--- src/rtl/syt_queue.sv ---
module syt_queue #(
  parameter int DEPTH = 8,
  parameter int CNT_W = 4,
  parameter int OFS_W = 12
) (
  input  logic                   clk,
  input  logic                   rst_n,
  input  logic [CNT_W-1:0]       cyc_count,
  input  logic [OFS_W-1:0]       cyc_offset,
  input  logic                   cyc_start,
  input  logic                   cyc_has_data,
  input  logic [1:0]             delay_sel,
  input  logic                   audio_mode,
  input  logic                   fsync_in,
  output logic [CNT_W+OFS_W-1:0] syt_out,
  output logic                   ovf_pulse,
  input  logic [CNT_W+OFS_W-1:0] rx_syt,
  input  logic                   rx_syt_load,
  output logic                   fsync_out
);
  localparam int SYT_W = CNT_W + OFS_W;
  localparam int PTR_W = (DEPTH > 1) ? $clog2(DEPTH) : 1;
  localparam logic [PTR_W:0]   FULL   = (PTR_W+1)'(DEPTH);
  localparam logic [PTR_W-1:0] LAST   = PTR_W'(DEPTH - 1);
  localparam logic [SYT_W-1:0] NOINFO = '1;

  logic [SYT_W-1:0] mem [DEPTH];
  logic [PTR_W-1:0] wr_ptr, rd_ptr;
  logic [PTR_W:0]   fill;
  logic [SYT_W-1:0] prev_time, rx_target;
  logic             rx_armed;
  logic [CNT_W-1:0] delay;

  always_comb begin
    case (delay_sel)
      2'b01:   delay = CNT_W'(2);
      2'b10:   delay = CNT_W'(4);
      default: delay = CNT_W'(3);
    endcase
  end

  wire [SYT_W-1:0] now_time = {cyc_count, cyc_offset};
  wire [CNT_W-1:0] shift    = delay + (audio_mode ? CNT_W'(2) : CNT_W'(0));
  wire [SYT_W-1:0] stamp    = {prev_time[SYT_W-1:OFS_W] + shift, prev_time[OFS_W-1:0]};
  wire             pop      = cyc_start && (fill != '0) && (!audio_mode || cyc_has_data);
  wire             room     = (fill != FULL) || pop;
  wire             push     = fsync_in && room;
  wire             ovf      = fsync_in && !room;

  always_ff @(posedge clk) begin
    if (push) mem[wr_ptr] <= stamp;
  end

  always_ff @(posedge clk) begin
    if (!rst_n) begin
      wr_ptr    <= '0;
      rd_ptr    <= '0;
      fill      <= '0;
      prev_time <= '0;
      syt_out   <= NOINFO;
      ovf_pulse <= 1'b0;
    end else begin
      prev_time <= now_time;
      ovf_pulse <= ovf;
      if (cyc_start) syt_out <= pop ? mem[rd_ptr] : NOINFO;
      if (ovf) begin
        wr_ptr <= '0;
        rd_ptr <= '0;
        fill   <= '0;
      end else begin
        if (pop)  rd_ptr <= (rd_ptr == LAST) ? '0 : rd_ptr + 1'b1;
        if (push) wr_ptr <= (wr_ptr == LAST) ? '0 : wr_ptr + 1'b1;
        fill <= fill + (PTR_W+1)'(push) - (PTR_W+1)'(pop);
      end
    end
  end

  always_ff @(posedge clk) begin
    if (!rst_n) begin
      rx_armed  <= 1'b0;
      rx_target <= NOINFO;
      fsync_out <= 1'b0;
    end else begin
      fsync_out <= rx_armed && (now_time == rx_target);
      if (rx_armed && (now_time == rx_target)) rx_armed <= 1'b0;
      if (rx_syt_load) begin
        rx_target <= rx_syt;
        rx_armed  <= (rx_syt != NOINFO);
      end
    end
  end
endmodule

--- config.mk ---
export PLATFORM = sky130hd
export DESIGN_NAME = syt_queue
export DESIGN_NICKNAME = d
export VERILOG_FILES = /design/src/rtl/syt_queue.sv
export SDC_FILE = /design/constraint.sdc
export NUM_CORES = 1
export LEC_CHECK = 0
export BUFFER_PORTS_ARGS = -buffer_cell sky130_fd_sc_hd__buf_2
export CAP_MARGIN = 20
export CORE_MARGIN = 5
export CORE_UTILIZATION = 50
export DETAILED_ROUTE_END_ITERATION = 10
export PLACE_DENSITY = 0.71
export SYNTH_ARGS = -nofsm -noshare
export SYNTH_HDL_FRONTEND = slang
export SYNTH_SLANG_ARGS = --single-unit
--- constraint.sdc ---
create_clock -name clk -period 2.88 [get_ports clk]
set_input_delay 0.288 -clock clk [delete_from_list [all_inputs] [get_ports clk]]
set_output_delay 0.288 -clock clk [all_outputs]
set_load 0.05 [all_outputs]
==> results of run 1 <==
==> per-stage QoR <==
step | instance area, um^2 | setup slack (ns) | hold slack [ns] | instances
final | 8600 | 0.576 | 0.0932 | 720
after global routing | 8600 | 0.452 | 0.0809 | 720
after CTS | 8600 | 0.560 | 0.0748 | 720
after detailed placement | 8000 | 0.291 | 0.445 | 688
after global placement | 8000 | 0.446 | 0.441 | 688
after floorplan | 7450 | 0.347 | 0.410 | 452
==> sequential cells by signal (all words and copies together) (netlist names), named ones only <==
name and cells:
fsync_out 1, syt_out 16, prev_time 16, rx_armed 1, mem 128, rd_ptr 3, rx_target 16, ovf_pulse 1
fill 4, wr_ptr 3
==> Yosys cell counts, drive strengths merged (6+ instances only) <==
library cell    n
edfxtp        128
buf            13
a21oi          21
mux4           32
inv            14
ha             13
nor3            6
mux2i          32
dfxtp          64
and2           18
nand2          24
nor2           22
xor2           16
==> worst max path at each step <==
stage                       to  slack [ns]     startpoint  cells after the start
floorplan            mem[2][0]        0.35        fill[2]                      6
global placement    mem[0][15]        0.45   delay_sel[0]                     10
detailed placement  mem[0][15]        0.29   delay_sel[0]                     10
CTS                 mem[7][15]        0.56  prev_time[13]                      8
global route        mem[7][15]        0.45  prev_time[13]                      8
finish              mem[7][15]        0.58  prev_time[13]                      8
==> layout by cell type, fill, tap and decap left out, types with 3 or more instances in the layout <==
cell type / Yosys / routed
xor2_1: 16 / 16
ha_1: 13 / 13
and2_1: 18 / 18
clkbuf_16: 0 / 17
clkbuf_1: 5 / 4
mux2i_1: 32 / 32
bufinv_16: 0 / 3
fa_1: 3 / 3
buf_2: 10 / 58
nand2b_1: 4 / 4
mux4_2: 32 / 32
nand4_1: 5 / 5
nand2_1: 24 / 24
nand3b_1: 3 / 3
inv_1: 13 / 13
a21oi_1: 21 / 21
nor3_2: 0 / 4
nor4_1: 5 / 4
nor2_1: 22 / 22
edfxtp_1: 128 / 128
xnor2_1: 4 / 4
buf_4: 0 / 11
dfxtp_1: 64 / 63
==> layer usage <==
layer | vias up | global-route usage, % | wire, um
met5 | - | 0 | 0
met4 | 0 | 6.29 | 289
met1 | 1959 | 22.3 | 6110
li1 | 1842 | - | -
met3 | 21 | 4.62 | 672
met2 | 96 | 26.9 | 6830
==> cells by family after synthesis <==
group	Yosys count	share of synthesized area, %
flops	192	68.9
simple gates	94	6.39
mux	64	14.0
compound gates	34	3.33
buf+inv	32	2.08
xor+xnor	20	2.35
fa+ha+maj	16	2.99
==> report_power, final <==
part	switching, mW	internal, mW	leakage, nW
Clock	0.957	1.41	0.285
Sequential	0.160	3.22	1.71
Combinational	0.715	0.575	1.03
Total	1.83	5.21	3.02
==> cell type report <==
type	count	area, um^2
fillers	1095	5990
flip-flops and latches	192	5130
multi-input cells	228	2200
clock buffers	23	468
repair buffers	70	393
well taps	184	230
clock inverters	9	131
inverters	14	52.6
==> flow_summary_export.csv, run 1 <==
group,metric,value,unit
worst_setup_path,start_kind,"flip-flop",
sta,fmax,0.434,GHz
synth,synth_cell_types,38,
synth,synthCells,452,
cells_and_area,fin_util,58.9,%
worst_hold_path,min_path_type,"primary input to flip-flop",
worst_hold_path,hold_end,"prev_time[13]",
synth,synth_area_leaders,"edfxtp_1, dfxtp_1, mux4_2",
worst_hold_path,worstHoldStart,"cyc_count[1]",
floorplan,die-height,132,um
worst_setup_path,reg2reg_slack,0.58,ns
global_routing,grt_max_degree,39,
run,maxCapViolCount,0,
synth,ys_seq_area_share,68.9,%
route,firstDrtPassIters,4,
route,via_per_inst,5.44,
route,wl_per_cell,19.3,um
cells_and_area,fin_nets,580,
sta,finalSetupTns,0,ns
global_routing,antenna_found_initial,0,
cells_and_area,area.growth.synth_to_final,15.5,%
floorplan,die_w,132,um
pwr,vdd_ir_drop_max,0.505,mV
clock_tree,cts_buffer_depth,2,
floorplan,rows,44,
route,via_count,3918,
synth,synth_area,7440,um^2
worst_setup_path,end_kind,"flip-flop",
route,drt_wl_total,13900,um
worst_setup_path,critPathBufInv,3,
global_routing,grt.overflow.total,0,
worst_setup_path,crit_fanout,8,
floorplan,pin_count,59,
global_routing,grt_pass1_vias,4184,
placement,place_congestion,0.782,
clock_tree,htree_num_levels,4,
cells_and_area,antenna_cells,0,
worst_hold_path,min_delay_path_depth,2,
floorplan,die_area,17400,um^2
run_status,status,"finished clean",
synth,synth.top_cell.area_share,51.6,%
synth,synthFlopType,"edfxtp_1",
pwr,power_density,819,nW/um^2
worst_setup_path,worstPathCellList,"inv_1 -> fa_1 -> inv_1 -> ha_1 -> inv_1 -> fa_1 -> xor2_1 -> xnor2_1",
clock_tree,cts_tree,"yes",
clock_tree,clock-root-buffer,"clkbuf_16",
synth,yosys.area.top_type,"edfxtp_1",
worst_setup_path,slowest_stage,"fa_1",
clock_tree,cts_sinks,192,
sta,period_minus_slack,2.30,ns
worst_setup_path,critPathRequiredTime,3.04,ns
sta,worst-slew-pin-transition,0.838,ns
floorplan,start_util,51.0,%
worst_setup_path,r2r_cells,8,
worst_setup_path,max_stage_delay,0.46,ns
sta,max_slew_margin,44.1,%
worst_setup_path,crit_family,"adder cells",
placement,port_buffers,58,
clock_tree,cts_made_buffers,17,
worst_setup_path,crit_type,"flip-flop to flip-flop",
synth,synth-edff-count,128,
global_routing,grt_pass1_wl,22400,um
cells_and_area,drive_gt1_share,26.9,%
synth,avgSynthCellArea,16.5,um^2
pwr,p_total,7.04,mW
floorplan,core-area,14600,um^2
worst_setup_path,crit_top_cell,"inv_1",
worst_setup_path,arrival,2.46,ns
route,drtIter0Drc,305,
synth,syn_nets,509,
synth,synth_warnings,0,
sta,finalSetupViolCount,0,
global_routing,track_usage,16.9,%
clock_tree,cts_setup_buffers,0,
clock_tree,post_cts_resized,0,
clock_tree,path_clk_slew,0.06,ns
pwr,p_leak,3.02,nW
worst_setup_path,r2r_end,"mem[7][15]",
clock_tree,hold_buffers,0,
placement,post-dp-hpwl,9030,um
sta,fin_crit_sh,80.0,%
sta,drv_slew,0,
clock_tree,clk_latency,0.43,ns
route,ant_nets,0,
sta,rsz0062_at_grt,"false",
sta,skew,0.0109,ns
sta,report.final.hold_viol_count,0,
worst_setup_path,r2r-start,"prev_time[13]",
synth,async_flop_share,0,%
route,drc,0,
synth,synth.ff_latch_count,192,
Power figures use the tool's default switching activity.
==> inputs of run 2 (changes only) <==
--- a/config.mk
+++ b/config.mk
@@ -5,12 +5,13 @@
 export SDC_FILE = /design/constraint.sdc
 export NUM_CORES = 1
 export LEC_CHECK = 0
+export ABC_AREA = 1
 export BUFFER_PORTS_ARGS = -buffer_cell sky130_fd_sc_hd__buf_2
 export CAP_MARGIN = 20
 export CORE_MARGIN = 5
 export CORE_UTILIZATION = 50
 export DETAILED_ROUTE_END_ITERATION = 10
-export PLACE_DENSITY = 0.71
+export PLACE_DENSITY = 0.68
 export SYNTH_ARGS = -nofsm -noshare
 export SYNTH_HDL_FRONTEND = slang
 export SYNTH_SLANG_ARGS = --single-unit
==> constraint.sdc (replaced) <==
create_clock -name clk -period 2.42 [get_ports clk]
set_input_delay 0.242 -clock clk [delete_from_list [all_inputs] [get_ports clk]]
set_output_delay 0.242 -clock clk [all_outputs]
set_load 0.05 [all_outputs]
==> run 2 against run 1 <==
Count of clock-buffer cells in the layout shrank 2. Area after synthesis rose by 7.5%. Combinational power is 28% higher. Sequential cell count stayed put.
==> flow_summary_export.csv, run 2 <==
group,metric,value,unit
sta,finalSetupViolCount,0,
cells_and_area,drive_gt1_share,13.1,%
global_routing,grt.overflow.total,0,
route,wl_per_cell,15.0,um
placement,place_area,8500,um^2
placement,place_congestion,0.825,
worst_hold_path,hold_end,"prev_time[1]",
synth,avgSynthCellArea,10.0,um^2
sta,period_minus_slack,2.19,ns
sta,worst-slew-pin-transition,0.725,ns
floorplan,die_area,18600,um^2
cells_and_area,most-common-layout-cells,"nand2_1, edfxtp_1, inv_1, dfxtp_1, buf_2",
pwr,p_leak,3.76,nW
worst_hold_path,worstHoldStart,"cyc_offset[1]",
sta,worst_slack,0.232,ns
synth,synth.ff_latch_count,192,
run,maxCapViolCount,0,
synth,synth_cell_types,30,
sta,drv_slew,0,
placement,dp_slack,-0.150,ns
synth,async_flop_share,0,%
worst_setup_path,critPathRequiredTime,2.63,ns
worst_hold_path,min_path_type,"primary input to flip-flop",
clock_tree,clock-root-buffer,"clkbuf_16",
worst_setup_path,crit_fanout,8,
placement,port_buffers,58,
synth,synthFlopType,"edfxtp_1",
clock_tree,cts_made_buffers,17,
route,via_count,5406,
worst_setup_path,crit_family,"adder cells",
placement,post-dp-hpwl,10500,um
clock_tree,path_clk_slew,0.06,ns
cells_and_area,fin_nets,913,
global_routing,antenna_found_initial,0,
synth,synth_common_cells,"nand2_1, edfxtp_1, inv_1",
worst_setup_path,max_stage_delay,0.44,ns
pwr,p_sw,2.32,mW
global_routing,grt_max_degree,39,
worst_setup_path,critPathBufInv,3,
worst_setup_path,start_kind,"flip-flop",
worst_setup_path,end_kind,"flip-flop",
synth,yosys.area.top_type,"edfxtp_1",
clock_tree,cts_buffer_depth,2,
route,ant_nets,0,
worst_setup_path,worstPathCellList,"inv_1 -> fa_1 -> inv_1 -> ha_1 -> inv_1 -> fa_1 -> xnor2_1 -> xor2_2",
worst_hold_path,min_delay_path_depth,3,
worst_setup_path,r2r-start,"prev_time[13]",
worst_setup_path,arrival,2.40,ns
synth,synth_warnings,0,
worst_setup_path,crit_type,"flip-flop to flip-flop",
clock_tree,cts_sinks,192,
cells_and_area,stdcell_count,1084,
synth,yosysMostFrequentCell,"nand2_1",
global_routing,grt_pass1_vias,5015,
worst_setup_path,reg2reg_slack,0.23,ns
route,drt_wl_total,16300,um
sta,skew,0.00857,ns
cells_and_area,fillers,1415,
floorplan,rows,46,
cells_and_area,seqCellArea,5130,um^2
pwr,seq_power_share,48.8,%
pwr,combPwrFrac,20.5,%
worst_setup_path,r2r_cells,8,
route,via_per_inst,4.99,
synth,synth_area_leaders,"edfxtp_1, dfxtp_1, nand2_1",
floorplan,pin_count,59,
synth,syn_nets,855,
clock_tree,hold_buffers,0,
pwr,clkPwrFrac,30.7,%
route,firstDrtPassIters,5,
cells_and_area,layout_commonest_cell,"nand2_1",
sta,finalSetupTns,0,ns
synth,ys_seq_area_share,64.1,%
floorplan,die_w,136,um
synth,synth.top_cell.area_share,48.1,%
floorplan,die-height,136,um
clock_tree,clk_latency,0.42,ns
pwr,p_int,5.72,mW
global_routing,track_usage,18.4,%
synth,synth-edff-count,128,
clock_tree,cts_tree,"yes",
synth,synthCells,798,
floorplan,start_util,50.7,%
pwr,vdd_ir_drop_max,0.547,mV
sta,rsz0062_at_grt,"false",
sta,fin_crit_sh,90.4,%
route,drtIter0Drc,286,
run_status,status,"finished clean",
worst_setup_path,crit_top_cell,"inv_1",
route,drc,0,
worst_setup_path,r2r_end,"mem[6][15]",
sta,max_slew_margin,51.6,%
worst_setup_path,slowest_stage,"fa_1",
synth,synth_area,8000,um^2
pwr,p_sw_share,28.8,%
cells_and_area,multiInputGateArea,2400,um^2
cells_and_area,largest_register,"mem",
cells_and_area,antenna_cells,0,
sta,report.final.hold_viol_count,0,
placement,dpl.cell_count,1053,
cells_and_area,area.growth.synth_to_final,12.8,%
sta,whs,0.0481,ns
cells_and_area,largest_register_ffs,128,
pwr,power_density,891,nW/um^2
floorplan,core-area,15800,um^2
global_routing,grt_pass1_wl,25800,um
cells_and_area,finish.instance_area,9020,um^2
clock_tree,htree_num_levels,4,
sta,fmax,0.457,GHz
run 2: cell types whose count changed in the layout (fill, tap and decap cells not counted), sizes merged, moves of 32 or more:
cell / change
inv: +57
nand2: +252
mux2i: -32
nand3: +55
mux4: -32
o211ai: +33
run 2: power groups by stage:
stage	clock [mW]	combinational, mW	sequential [mW]
2_1_floorplan	0	1.18	4.05
3_3_place_gp	0	1.62	3.99
3_5_place_dp	0	1.65	4.00
4_1_cts	2.52	1.66	3.93
5_1_grt	2.65	1.86	3.95
6_report	2.47	1.65	3.92
run 2: repair_timing:
item                       CTS  global route
buffers inserted             0             0
setup endpoints to repair    0             8
resized for setup            0             1
run 2: routing by layer:
layer	track usage [%]	part of all wire, %
met2	30.1	47
met4	5.94	1.5
met3	3.81	5.6
met1	24.5	46
met5	0	0
run 2: cells by family after synthesis:
| group | after synthesis | share of synthesized area, % |
|---|---|---|
| AND/OR/NAND/NOR | 386 | 19.8 |
| AO/OA/AOI/OAI | 90 | 6.87 |
| adder cells (fa/ha/maj) | 16 | 2.78 |
| buffers and inverters | 110 | 6.02 |
| XOR/XNOR | 4 | 0.438 |
| flip-flops | 192 | 64.1 |
run 2: cell type report:
class,count,share of cell area (%)
sequential,192,56.8
multi-input combinational,496,26.6
clock buffer,21,4.88
timing repair buffer,76,4.85
inverter,73,3.04
tap,216,3.00
clock inverter,10,0.818
run 2: worst reg2reg max path: cells and delay by family, from the launching register on:
kind,cells,cell delay [ns]
DFF,1,0.31
buffers and inverters,3,0.17
adders and majority gates,3,0.96
xor gates and xnor gates,2,0.55
run 2: worst max-delay path by stage:
stage,from,end,slack [ns],depth (start not counted)
6_report,prev_time[13],mem[6][15],0.23,8
5_1_grt,prev_time[13],mem[6][15],0.08,8
4_1_cts,prev_time[13],mem[6][15],0.09,8
3_5_place_dp,delay_sel[0],mem[6][15],-0.15,10
3_3_place_gp,delay_sel[0],mem[6][15],-0.06,10
2_1_floorplan,delay_sel[0],mem[0][15],0.23,9
run 2: through the flow:
| step | util, % | power [mW] |
|---|---|---|
| after floorplan | - | 5.23 |
| after global placement | 53.9 | 5.61 |
| after detailed placement | 53.9 | 5.64 |
| after CTS | 57.2 | 8.10 |
| after global routing | 57.2 | 8.47 |
| final | 57.2 | 8.04 |
